[src/rtl/uart_irq_pkg.sv]
`timescale 1ns/1ps
package uart_irq_pkg;
  localparam int unsigned NSRC    = 4;
  localparam int unsigned SRC_RX  = 0;
  localparam int unsigned SRC_ERR = 1;
  localparam int unsigned SRC_TX  = 2;
  localparam int unsigned SRC_MDM = 3;
  localparam int unsigned CNT_W   = 8;
  localparam int unsigned LVL_W   = 3;
  localparam int unsigned THR_W   = 9;
  localparam int unsigned ADDR_W  = 2;

  typedef enum logic [ADDR_W-1:0] {
    ADDR_SRC  = 2'd0,
    ADDR_PEND = 2'd1,
    ADDR_MASK = 2'd2,
    ADDR_NONE = 2'd3
  } reg_addr_e;

  function automatic int unsigned chan_scale(input int unsigned ch);
    case (ch)
      0:       return 32;
      1, 4:    return 8;
      2, 3:    return 2;
      default: return 0;
    endcase
  endfunction
endpackage

[src/rtl/uart_irq_txtrig.sv]
`timescale 1ns/1ps
module uart_irq_txtrig
  import uart_irq_pkg::*;
#(
  parameter int unsigned CHANNEL = 1
) (
  input  logic             fifo_en_i,
  input  logic [LVL_W-1:0] tx_lvl_i,
  input  logic [CNT_W-1:0] tx_count_i,
  output logic [THR_W-1:0] thr_o,
  output logic             tx_set_o
);
  localparam int unsigned SCALE = chan_scale(CHANNEL);

  generate
    if (SCALE == 0) begin : g_zero
      assign thr_o = '0;
    end else begin : g_scaled
      assign thr_o = THR_W'(tx_lvl_i) * THR_W'(SCALE);
    end
  endgenerate

  assign tx_set_o = fifo_en_i && (THR_W'(tx_count_i) <= thr_o);
endmodule

[src/rtl/uart_irq_srcreg.sv]
`timescale 1ns/1ps
module uart_irq_srcreg
  import uart_irq_pkg::*;
(
  input  logic            clk_i,
  input  logic            rst_ni,
  input  logic [NSRC-1:0] evt_i,
  input  logic            tx_set_i,
  input  logic            clr_en_i,
  input  logic [NSRC-1:0] clr_mask_i,
  output logic [NSRC-1:0] src_o
);
  logic [NSRC-1:0] src_q, set_vec, clr_vec;

  always_comb begin
    set_vec         = evt_i;
    set_vec[SRC_TX] = evt_i[SRC_TX] | tx_set_i;
    clr_vec         = clr_en_i ? clr_mask_i : '0;
  end

  // set wins over acknowledge
  always_ff @(posedge clk_i or negedge rst_ni) begin
    if (!rst_ni) src_q <= '0;
    else         src_q <= (src_q & ~clr_vec) | set_vec;
  end

  assign src_o = src_q;

  a_r10_event_sets: assert property (@(posedge clk_i) disable iff (!rst_ni)
    (|evt_i) |=> ((src_q & $past(evt_i)) == $past(evt_i)));

  a_r5_ack_clears: assert property (@(posedge clk_i) disable iff (!rst_ni)
    clr_en_i |=> ((src_q & $past(clr_mask_i & ~set_vec)) == '0));

  a_r2_sticky: assert property (@(posedge clk_i) disable iff (!rst_ni)
    !clr_en_i |=> ((src_q & $past(src_q)) == $past(src_q)));
endmodule

[src/rtl/uart_irq_regif.sv]
`timescale 1ns/1ps
module uart_irq_regif
  import uart_irq_pkg::*;
(
  input  logic              clk_i,
  input  logic              rst_ni,
  input  logic              we_i,
  input  logic [ADDR_W-1:0] addr_i,
  input  logic [NSRC-1:0]   wdata_i,
  input  logic [NSRC-1:0]   src_i,
  input  logic [NSRC-1:0]   pend_i,
  output logic [NSRC-1:0]   mask_o,
  output logic              clr_en_o,
  output logic [NSRC-1:0]   clr_mask_o,
  output logic [NSRC-1:0]   rdata_o
);
  reg_addr_e       addr;
  logic [NSRC-1:0] mask_q;

  assign addr       = reg_addr_e'(addr_i);
  assign clr_en_o   = we_i && (addr == ADDR_SRC || addr == ADDR_PEND);
  assign clr_mask_o = wdata_i;

  always_ff @(posedge clk_i or negedge rst_ni) begin
    if (!rst_ni)                          mask_q <= '0;
    else if (we_i && addr == ADDR_MASK)   mask_q <= wdata_i;
  end

  always_comb begin
    case (addr)
      ADDR_SRC:  rdata_o = src_i;
      ADDR_PEND: rdata_o = pend_i;
      ADDR_MASK: rdata_o = mask_q;
      default:   rdata_o = '0;
    endcase
  end

  assign mask_o = mask_q;

  a_r6_mask_load: assert property (@(posedge clk_i) disable iff (!rst_ni)
    (we_i && addr == ADDR_MASK) |=> (mask_q == $past(wdata_i)));

  a_r11_mask_hold: assert property (@(posedge clk_i) disable iff (!rst_ni)
    !(we_i && addr == ADDR_MASK) |=> $stable(mask_q));
endmodule

[src/rtl/uart_irq_agg.sv]
`timescale 1ns/1ps
module uart_irq_agg
  import uart_irq_pkg::*;
#(
  parameter int unsigned CHANNEL  = 1,
  parameter int unsigned TX_DEPTH = 64
) (
  input  logic              clk_i,
  input  logic              rst_ni,
  input  logic [NSRC-1:0]   evt_i,
  input  logic              fifo_en_i,
  input  logic [LVL_W-1:0]  tx_lvl_i,
  input  logic [CNT_W-1:0]  tx_count_i,
  input  logic              reg_we_i,
  input  logic [ADDR_W-1:0] reg_addr_i,
  input  logic [NSRC-1:0]   reg_wdata_i,
  output logic [NSRC-1:0]   reg_rdata_o,
  output logic [31:0]       status_o,
  output logic              irq_o
);
  localparam int unsigned CNT_LSB = 16;
  localparam int unsigned FULL_BIT = CNT_LSB + CNT_W;

  logic [THR_W-1:0] thr;
  logic             tx_set, clr_en;
  logic [NSRC-1:0]  src, mask, pend, clr_mask;

  uart_irq_txtrig #(.CHANNEL(CHANNEL)) u_trig (
    .fifo_en_i (fifo_en_i),
    .tx_lvl_i  (tx_lvl_i),
    .tx_count_i(tx_count_i),
    .thr_o     (thr),
    .tx_set_o  (tx_set)
  );

  uart_irq_srcreg u_src (
    .clk_i     (clk_i),
    .rst_ni    (rst_ni),
    .evt_i     (evt_i),
    .tx_set_i  (tx_set),
    .clr_en_i  (clr_en),
    .clr_mask_i(clr_mask),
    .src_o     (src)
  );

  assign pend = src & ~mask;

  uart_irq_regif u_regif (
    .clk_i     (clk_i),
    .rst_ni    (rst_ni),
    .we_i      (reg_we_i),
    .addr_i    (reg_addr_i),
    .wdata_i   (reg_wdata_i),
    .src_i     (src),
    .pend_i    (pend),
    .mask_o    (mask),
    .clr_en_o  (clr_en),
    .clr_mask_o(clr_mask),
    .rdata_o   (reg_rdata_o)
  );

  assign irq_o = |pend;

  always_comb begin
    status_o                          = '0;
    status_o[CNT_LSB +: CNT_W]        = tx_count_i;
    status_o[FULL_BIT]                = (32'(tx_count_i) >= TX_DEPTH);
  end

  a_r8_tx_level: assert property (@(posedge clk_i) disable iff (!rst_ni)
    (fifo_en_i && THR_W'(tx_count_i) <= thr) |=> src[SRC_TX]);

  a_r3_masked_quiet: assert property (@(posedge clk_i) disable iff (!rst_ni)
    ((src & ~mask) == '0) |-> !irq_o);

  a_r1_reset_clear: assert property (@(posedge clk_i)
    $rose(rst_ni) |-> (src == '0 && mask == '0));
endmodule

[config.mk]
export PLATFORM = sky130hd
export DESIGN_NAME = uart_irq_agg
export DESIGN_NICKNAME = d
export VERILOG_FILES = /design/src/rtl/uart_irq_pkg.sv /design/src/rtl/uart_irq_txtrig.sv /design/src/rtl/uart_irq_srcreg.sv /design/src/rtl/uart_irq_regif.sv /design/src/rtl/uart_irq_agg.sv
export SDC_FILE = /design/constraint.sdc
export NUM_CORES = 1
export LEC_CHECK = 0
export ABC_CLOCK_PERIOD_IN_PS = 1150
export BUFFER_PORTS_ARGS = -buffer_cell sky130_fd_sc_hd__buf_2
export CORE_MARGIN = 2
export CORE_UTILIZATION = 35
export CTS_BUF_LIST = sky130_fd_sc_hd__clkbuf_4
export DETAILED_ROUTE_END_ITERATION = 6
export PLACE_DENSITY = 0.74
export SLEW_MARGIN = 20
export SYNTH_ARGS = -nofsm -noshare
export SYNTH_HDL_FRONTEND = slang
export SYNTH_SLANG_ARGS = --single-unit
[constraint.sdc]
create_clock -name clk_i -period 1.15 [get_ports clk_i]
set_clock_uncertainty 0.05 [all_clocks]
set_input_delay 0 -clock clk_i [delete_from_list [all_inputs] [get_ports clk_i]]
set_output_delay 0 -clock clk_i [all_outputs]
set_load 0.05 [all_outputs]
# Word level (Yosys, flattened, before mapping)
# Index checks and enable logic that the tools add are counted.
# totals
regBits	8
input_bits	25
output_inout_bits	37
# classes
order_cmp	2
eq_ne	2
mux	2
bitwise	6
n_reduce_logical	6
# ops
cell	n
$pmux 4 s3	1
$and 4x4->4	2
$ge 8x7->1 const B	1
$le 8x6->1	1
$not 4->4	2
$mux 4	1
$or 4x4->4	1
$reduce_or 4->1	1
$logic_and 1x1->1	3
$eq 2x1->1 const B	1
$eq 2x2->1 const B	1
$logic_not 2->1	1
$logic_or 1x1->1	1
$or 1x1->1	1

# Logic depth before layout (Yosys ltp)
# Gate-level depths: netlist of run 1.
# depth
word_depth	7
depth_mapped	6
ltp_nobuf	6

# Cells and area by module
# From an unflattened synthesis of run 1, not the netlist that was laid out.
# hier_totals
cells_unflattened	97
hier_area_um2	904.6
# by_module_without_submodules
mod	instances	cells_per_inst	area_per_inst_um2	seq_area_each_um2
uart_irq_regif	1	24	314.1	100.1
uart_irq_agg	1	38	275.3	0.0
uart_irq_txtrig	1	23	168.9	0.0
uart_irq_srcreg	1	12	146.4	100.1

# Worst setup path before layout of run 1
# No wires, ideal clock.
# synth_timing
path_type	register to output
start	reg u_regif.mask_q[0], in the netlist u_regif.mask_o[0]
end	out reg_rdata_o[0]
arrival_ns	1.271
required_ns	1.100
slack_ns	-0.171
stages_incl_launch_ff	4
n_path_buf	0
path_cell_list	dfrtp_1 > nand2_1 > o21ai_0 > a21oi_1
# synth_via
elab_chain_len	3
# synth_rtl
item	line	text
start: declaration	uart_irq_regif.sv:18	logic [NSRC-1:0] mask_q;
start signal: assignment	uart_irq_regif.sv:26	else if (we_i && addr == ADDR_MASK) mask_q <= wdata_i;
$not 4->4	uart_irq_agg.sv:46	assign pend = src & ~mask;
$and 4x4->4	uart_irq_agg.sv:46	
$pmux 4 s3 (*)	uart_irq_regif.sv:30	case (addr)
end: declaration	uart_irq_agg.sv:17	output logic [NSRC-1:0] reg_rdata_o,
# Mark *: on every way between the ends. The rest lies on a longest branch, timed or not.

# Worst setup path in the final report of run 1
# layout_timing
start	reg u_src.src_q[1], in the netlist u_src.src_o[1]
end	out irq_o
# layout_via
elab_chain_len	2
# layout_rtl
item	line	text
start: declaration	uart_irq_srcreg.sv:13	logic [NSRC-1:0] src_q, set_vec, clr_vec;
start signal: assignment	uart_irq_srcreg.sv:24	else src_q <= (src_q & ~clr_vec) | set_vec;
$and 4x4->4	uart_irq_agg.sv:46	
$reduce_or 4->1	uart_irq_agg.sv:62	assign irq_o = |pend;
end: declaration	uart_irq_agg.sv:19	output logic irq_o
# Every way passes these cells.

==> impl_metrics.json, run 1 <==
{
  "rsz0062_at_grt": "true",
  "insertion_delay_ns": 0.25,
  "crit_start": "u_src.src_o[1]",
  "ys_seq_area_share_pct": 26.62,
  "wire_per_inst_um": 10.02,
  "clock-sinks": 8,
  "die_w_um": 50.35,
  "violations": "negative setup slack",
  "worst_hold_slack_ns": 0.06542,
  "core_sq_um": 2002,
  "pin_count": 62,
  "endpoint": "irq_o",
  "endpoint_kind": "primary output",
  "ir_drop_mv": 0.7487,
  "synth.area.top_cells": "buf_4 31%, dfrtp_1 27%, mux2_2 6.0%",
  "r2r_cells": 3,
  "syn_area_per_cell_sq_um": 8.643,
  "rows": 16,
  "die-area_sq_um": 2535,
  "required_ns": 1.10,
  "first_iter_violations": 7,
  "cts_buffers": 3,
  "setup_ws_ns": -0.08904,
  "synth.ff_latch_count": 8,
  "synth_top_area_share_pct": 30.95,
  "cp_max_fo": 3,
  "placed_cells": 142,
  "drive_gt1_share_pct": 46.46,
  "nNetsFinal": 157,
  "final_cell_count_no_fill": 154,
  "rr_endpoint": "u_src.src_o[3]",
  "first_pass_iters": 3,
  "crit_path_start_kind": "flop",
  "power.density_nw_per_um2": 1236,
  "place_area_sq_um": 828.3,
  "diodes": 0,
  "yosysWarnings": 0,
  "setup_tns_ns": -0.1157,
  "area_delta_synth_final_pct": 30.12,
  "fp.dieH_um": 50.35,
  "p_leak_nw": 0.5177,
  "cts_tree": "built",
  "gp_congestion": 0.8152,
  "yosysTopAreaCell": "buf_4",
  "io_buffers": 38,
  "drt_wl_total_mm": 1.543,
  "ctsLongestPathBuffers": 2,
  "vias": 646,
  "syn-cell-area_sq_um": 752.0,
  "fin_area_sq_um": 978.4,
  "grt_start_max_net_pins": 10,
  "ant_nets": 0,
  "grt_pass1_wl_mm": 2.408,
  "initial_core_util_pct": 37.56,
  "fin_crit_sh_pct": 107.7,
  "worst_ep_arrival_time_ns": 1.19,
  "clockRootBuffer": "clkbuf_4",
  "grt_pass1_vias": 594,
  "grt_antenna_before_repair": 0,
  "r2r_slack_ns": 0.17,
  "min_path_type": "input port to asynchronous set/reset pin",
  "status": "complete, but fails checks",
  "netlist_instances": 87,
  "fmax_mhz": 807.1,
  "dp_hpwl_mm": 1.227,
  "grt_usage_pct": 12.34,
  "viasPerCell": 4.195,
  "final_util_pct": 48.88,
  "drc": 0,
  "setup-violations-final": 2,
  "maxCapViolCount": 0,
  "htreeDepth": 1,
  "grt_overflow": 0,
  "clk_pin_slew_ns": 0.06,
  "hold_viol_final": 0,
  "netlist-cell-type-count": 21,
  "finalMaxSlewViolations": 0,
  "min_period_ns": 1.239,
  "criticalPathCategory": "flop to primary output",
  "reg2reg_from": "u_src.src_o[3]"
}
-- flip-flops by register name, summed over array words and instances, names as in the netlist --
signal / count
u_regif.mask_o: 4
u_src.src_o: 4
-- per-stage QoR --
stage / setup WS (ns) / power, mW
global route: -0.1419 / 1.280
floorplan: -0.1543 / 0.8882
detailed placement: -0.01986 / 0.9224
finish: -0.08904 / 1.209
CTS: -0.05963 / 1.197
global placement: -0.001916 / 0.9152
-- routing by layer --
metal  vias up  routed length (um)  track usage, %
met1       290                 573           13.12
met3         0                 183           3.571
li1        312                   -               -
met2        44                 785           23.03
met4         0                   0           4.054
met5         -                   0               0
-- kinds of logic (layout without fill, tap and decap cells) --
kind of cell             after synthesis  count (layout)  synth area share (%)
other                                  1              23                0.4987
adder cells (fa/ha/maj)                3               3                 4.992
AO/OA/AOI/OAI                         16              16                 13.31
multiplexers                           5               5                 7.321
AND/OR/NAND/NOR                       13              13                 10.32
flip-flops                             8               8                 26.62
buffers and inverters                 41              59                 36.94
-- cells in the mapped netlist (all sizes together) --
library cell	n
a22oi	1
o21ai	4
nor2b	1
a211oi	1
a21oi	7
conb	1
mux2i	1
mux2	4
nand3	1
inv	9
or2	3
ha	3
dfrtp	8
nand3b	1
nand2	6
buf	32
a21o	1
nor4b	1
o221ai	1
a211o	1
-- power breakdown --
group	switching [mW]	leakage [nW]	internal, mW
registers	0.0369	0.0840	0.317
logic	0.453	0.420	0.188
clock network	0.0950	0.0138	0.119
-- layout by cell type, fill, tap and decap left out, types with 2 or more instances in the layout --
master	count
a21oi_1	5
a21oi_2	2
buf_2	33
buf_4	2
buf_6	3
clkbuf_4	3
conb_1	23
dfrtp_1	7
dlygate4sd3_1	9
ha_1	3
inv_1	8
mux2_2	4
nand2_1	6
o21ai_1	2
or2_2	3
-- repair_timing --
action                                  CTS  global route
endpoints found under the setup margin    5             5
resized for setup                        10             6
pin swaps                                 4             1
hold endpoints to repair                 16             0
buffers inserted                          0             0
hold buffers                              9             0
-- worst min-delay path by stage --
stage                     startpoint  depth (start not counted)  slack [ns]           endpoint
after floorplan               rst_ni                          0       -0.35  u_regif.mask_o[0]
after global placement        rst_ni                          1       -0.20     u_src.src_o[3]
after detailed placement      rst_ni                          1       -0.20     u_src.src_o[3]
after CTS                     rst_ni                          2        0.06     u_src.src_o[0]
after global routing          rst_ni                          2        0.08     u_src.src_o[1]
final                         rst_ni                          2        0.07     u_src.src_o[1]
-- worst max-delay path, cell delays in order, from the launching register on --
cell and delay (ns):
dfrtp_1 0.41, a22oi_2 0.23, o221ai_2 0.13, buf_6 0.17
-- area by class of cell --
type,instances,area (sq um)
Multi-Input combinational cell,60,382.9
Tap cell,27,33.78
Sequential cell,8,201.4
Inverter,9,33.78
Timing Repair Buffer,47,304.0
Clock buffer,3,22.52
Fill cell,192,1023
(Power assumes the default switching activity.)
==> inputs of run 2 (changes only) <==
--- a/config.mk
+++ b/config.mk
@@ -7,6 +7,7 @@
 export LEC_CHECK = 0
 export ABC_CLOCK_PERIOD_IN_PS = 1150
 export BUFFER_PORTS_ARGS = -buffer_cell sky130_fd_sc_hd__buf_2
+export CORE_ASPECT_RATIO = 1.25
 export CORE_MARGIN = 2
 export CORE_UTILIZATION = 35
 export CTS_BUF_LIST = sky130_fd_sc_hd__clkbuf_4
==> run 2 against run 1 <==
Net effect:
- the run still ends with negative setup slack left
- critical path depth is 1 higher
- global-route usage is 0.69 points higher
- fmax is 2.5% higher
- flip-flop and latch count stayed put
- highest routed layer is now met4
==> impl_metrics.json, run 2 (same netlist as run 1, synthesis figures left out) <==
{
  "cts_buffers": 3,
  "path_cells": "inv_2 > a22oi_2 > o221ai_2 > buf_6",
  "setup-violations-final": 4,
  "first_pass_iters": 2,
  "vias": 648,
  "grt_pass1_vias": 591,
  "r2r_slack_ns": 0.20,
  "fin_crit_sh_pct": 105.1,
  "path_depth": 4,
  "finalMaxSlewViolations": 0,
  "clk_pin_slew_ns": 0.06,
  "status": "complete, but fails checks",
  "grt_pass1_wl_mm": 2.470,
  "worst_path_largest_cell_delay_ns": 0.39,
  "fill_cells": 209,
  "htreeDepth": 1,
  "final_util_pct": 48.31,
  "cp_slowest_cell": "dfrtp_1",
  "die-area_sq_um": 2538,
  "rows": 18,
  "clockRootBuffer": "clkbuf_4",
  "power.density_nw_per_um2": 1269,
  "pin_count": 62,
  "clock-sinks": 8,
  "path_buf_inv": 2,
  "required_ns": 1.10,
  "wire_per_inst_um": 10.45,
  "drt_wl_total_mm": 1.536,
  "grt_antenna_before_repair": 0,
  "worst_hold_slack_ns": 0.05146,
  "ir_drop_mv": 0.6594,
  "r2r_cells": 3,
  "grt_start_max_net_pins": 10,
  "viasPerCell": 4.408,
  "grt_overflow": 0,
  "drc": 0,
  "rsz0062_at_grt": "true",
  "nNetsFinal": 157,
  "cts_tree": "built",
  "setup_tns_ns": -0.1402,
  "gp_congestion": 0.6702,
  "post-cts-setup-buffers": 0,
  "io_buffers": 38,
  "setup_ws_ns": -0.05843,
  "cp_max_fo": 3,
  "crit_path_start_kind": "flop",
  "cp_top_family": "flip-flops",
  "worst_ep_arrival_time_ns": 1.16,
  "fp.dieH_um": 55.83,
  "pre_cts_ws_ns": -0.02167,
  "insertion_delay_ns": 0.27,
  "min_path_type": "input port to asynchronous set/reset pin",
  "total_power_mw": 1.229,
  "layout_commonest_cell": "buf_2",
  "maxCapViolCount": 0,
  "grt_usage_pct": 13.02,
  "dp_hpwl_mm": 1.181,
  "die_w_um": 45.46,
  "ant_nets": 0,
  "core_sq_um": 2004,
  "final_cell_mix": "33 x buf_2, 23 x conb_1, 9 x dlygate4sd3_1, 8 x inv_1, 8 x dfrtp_1",
  "p_leak_nw": 0.5199,
  "ctsLongestPathBuffers": 2,
  "initial_core_util_pct": 37.52,
  "first_iter_violations": 3,
  "diodes": 0,
  "min_period_ns": 1.208,
  "hold_viol_final": 0,
  "endpoint_kind": "primary output",
  "area_delta_synth_final_pct": 28.79,
  "fmax_mhz": 827.5,
  "violations": "negative setup slack",
  "drive_gt1_share_pct": 44.88,
  "criticalPathCategory": "flop to primary output"
}
[run 2: changes by cell type in the layout (fill, tap and decap cells not counted)]
cell,delta
mux2i_2,-1
buf_6,+1
o21ai_2,-1
dfrtp_1,+1
o21ai_1,+1
dfrtp_2,-1
a21oi_1,-1
mux2i_1,+1
buf_4,-1
a21oi_2,+1
[run 2: layout make-up]
| type | instances | area, sq um | share of cell area, % |
|---|---|---|---|
| clock buffer | 3 | 22.52 | 2.326 |
| inverter | 9 | 33.78 | 3.488 |
| multi-input combinational | 60 | 379.1 | 39.15 |
| sequential | 8 | 200.2 | 20.67 |
| tap | 20 | 25.02 | 2.584 |
| timing repair buffer | 47 | 307.8 | 31.78 |
[run 2: stage by stage]
stage	cells	instance area, sq um
final	147	968.4
after global routing	147	968.4
after CTS	147	960.9
after detailed placement	135	819.5
after global placement	135	819.5
after floorplan	109	848.3
[run 2: repair_timing]
| action | 4_1_cts | 5_1_grt |
|---|---|---|
| pin swaps | 4 | 0 |
| hold endpoints to repair | 16 | 0 |
| hold buffers | 9 | 0 |
| endpoints found under the setup margin | 5 | 5 |
| gates resized for setup | 12 | 3 |
[run 2: final timing paths]
kind,from,to
min in group clk_i,fifo_en_i,u_src.src_o[2]
hold / removal,rst_ni,u_regif.mask_o[0]
setup reg to reg,u_src.src_o[0],u_src.src_o[0]
max in group asynchronous,rst_ni,u_src.src_o[1]
setup / recovery,u_regif.mask_o[1],irq_o
hold reg to reg,u_src.src_o[1],u_src.src_o[1]
[run 2: worst reg2reg max path, stage by stage, from the launching register on]
cell and delay (ns):
dfrtp_1 0.37, inv_1 0.09, a21oi_1 0.05, or2_2 0.27
[run 2: where the power goes]
part / internal [mW] / switching, mW
sequential: 0.316 / 0.0348
combinational: 0.190 / 0.454
clock: 0.121 / 0.114
total: 0.626 / 0.603
[run 2: metal layers]
metal	global-route usage (%)	vias up	share of wire (%)
met5	0	-	0
met2	23.34	44	53
li1	-	310	-
met4	6.303	0	1.9
met1	13.43	291	35
met3	2.597	3	9.9
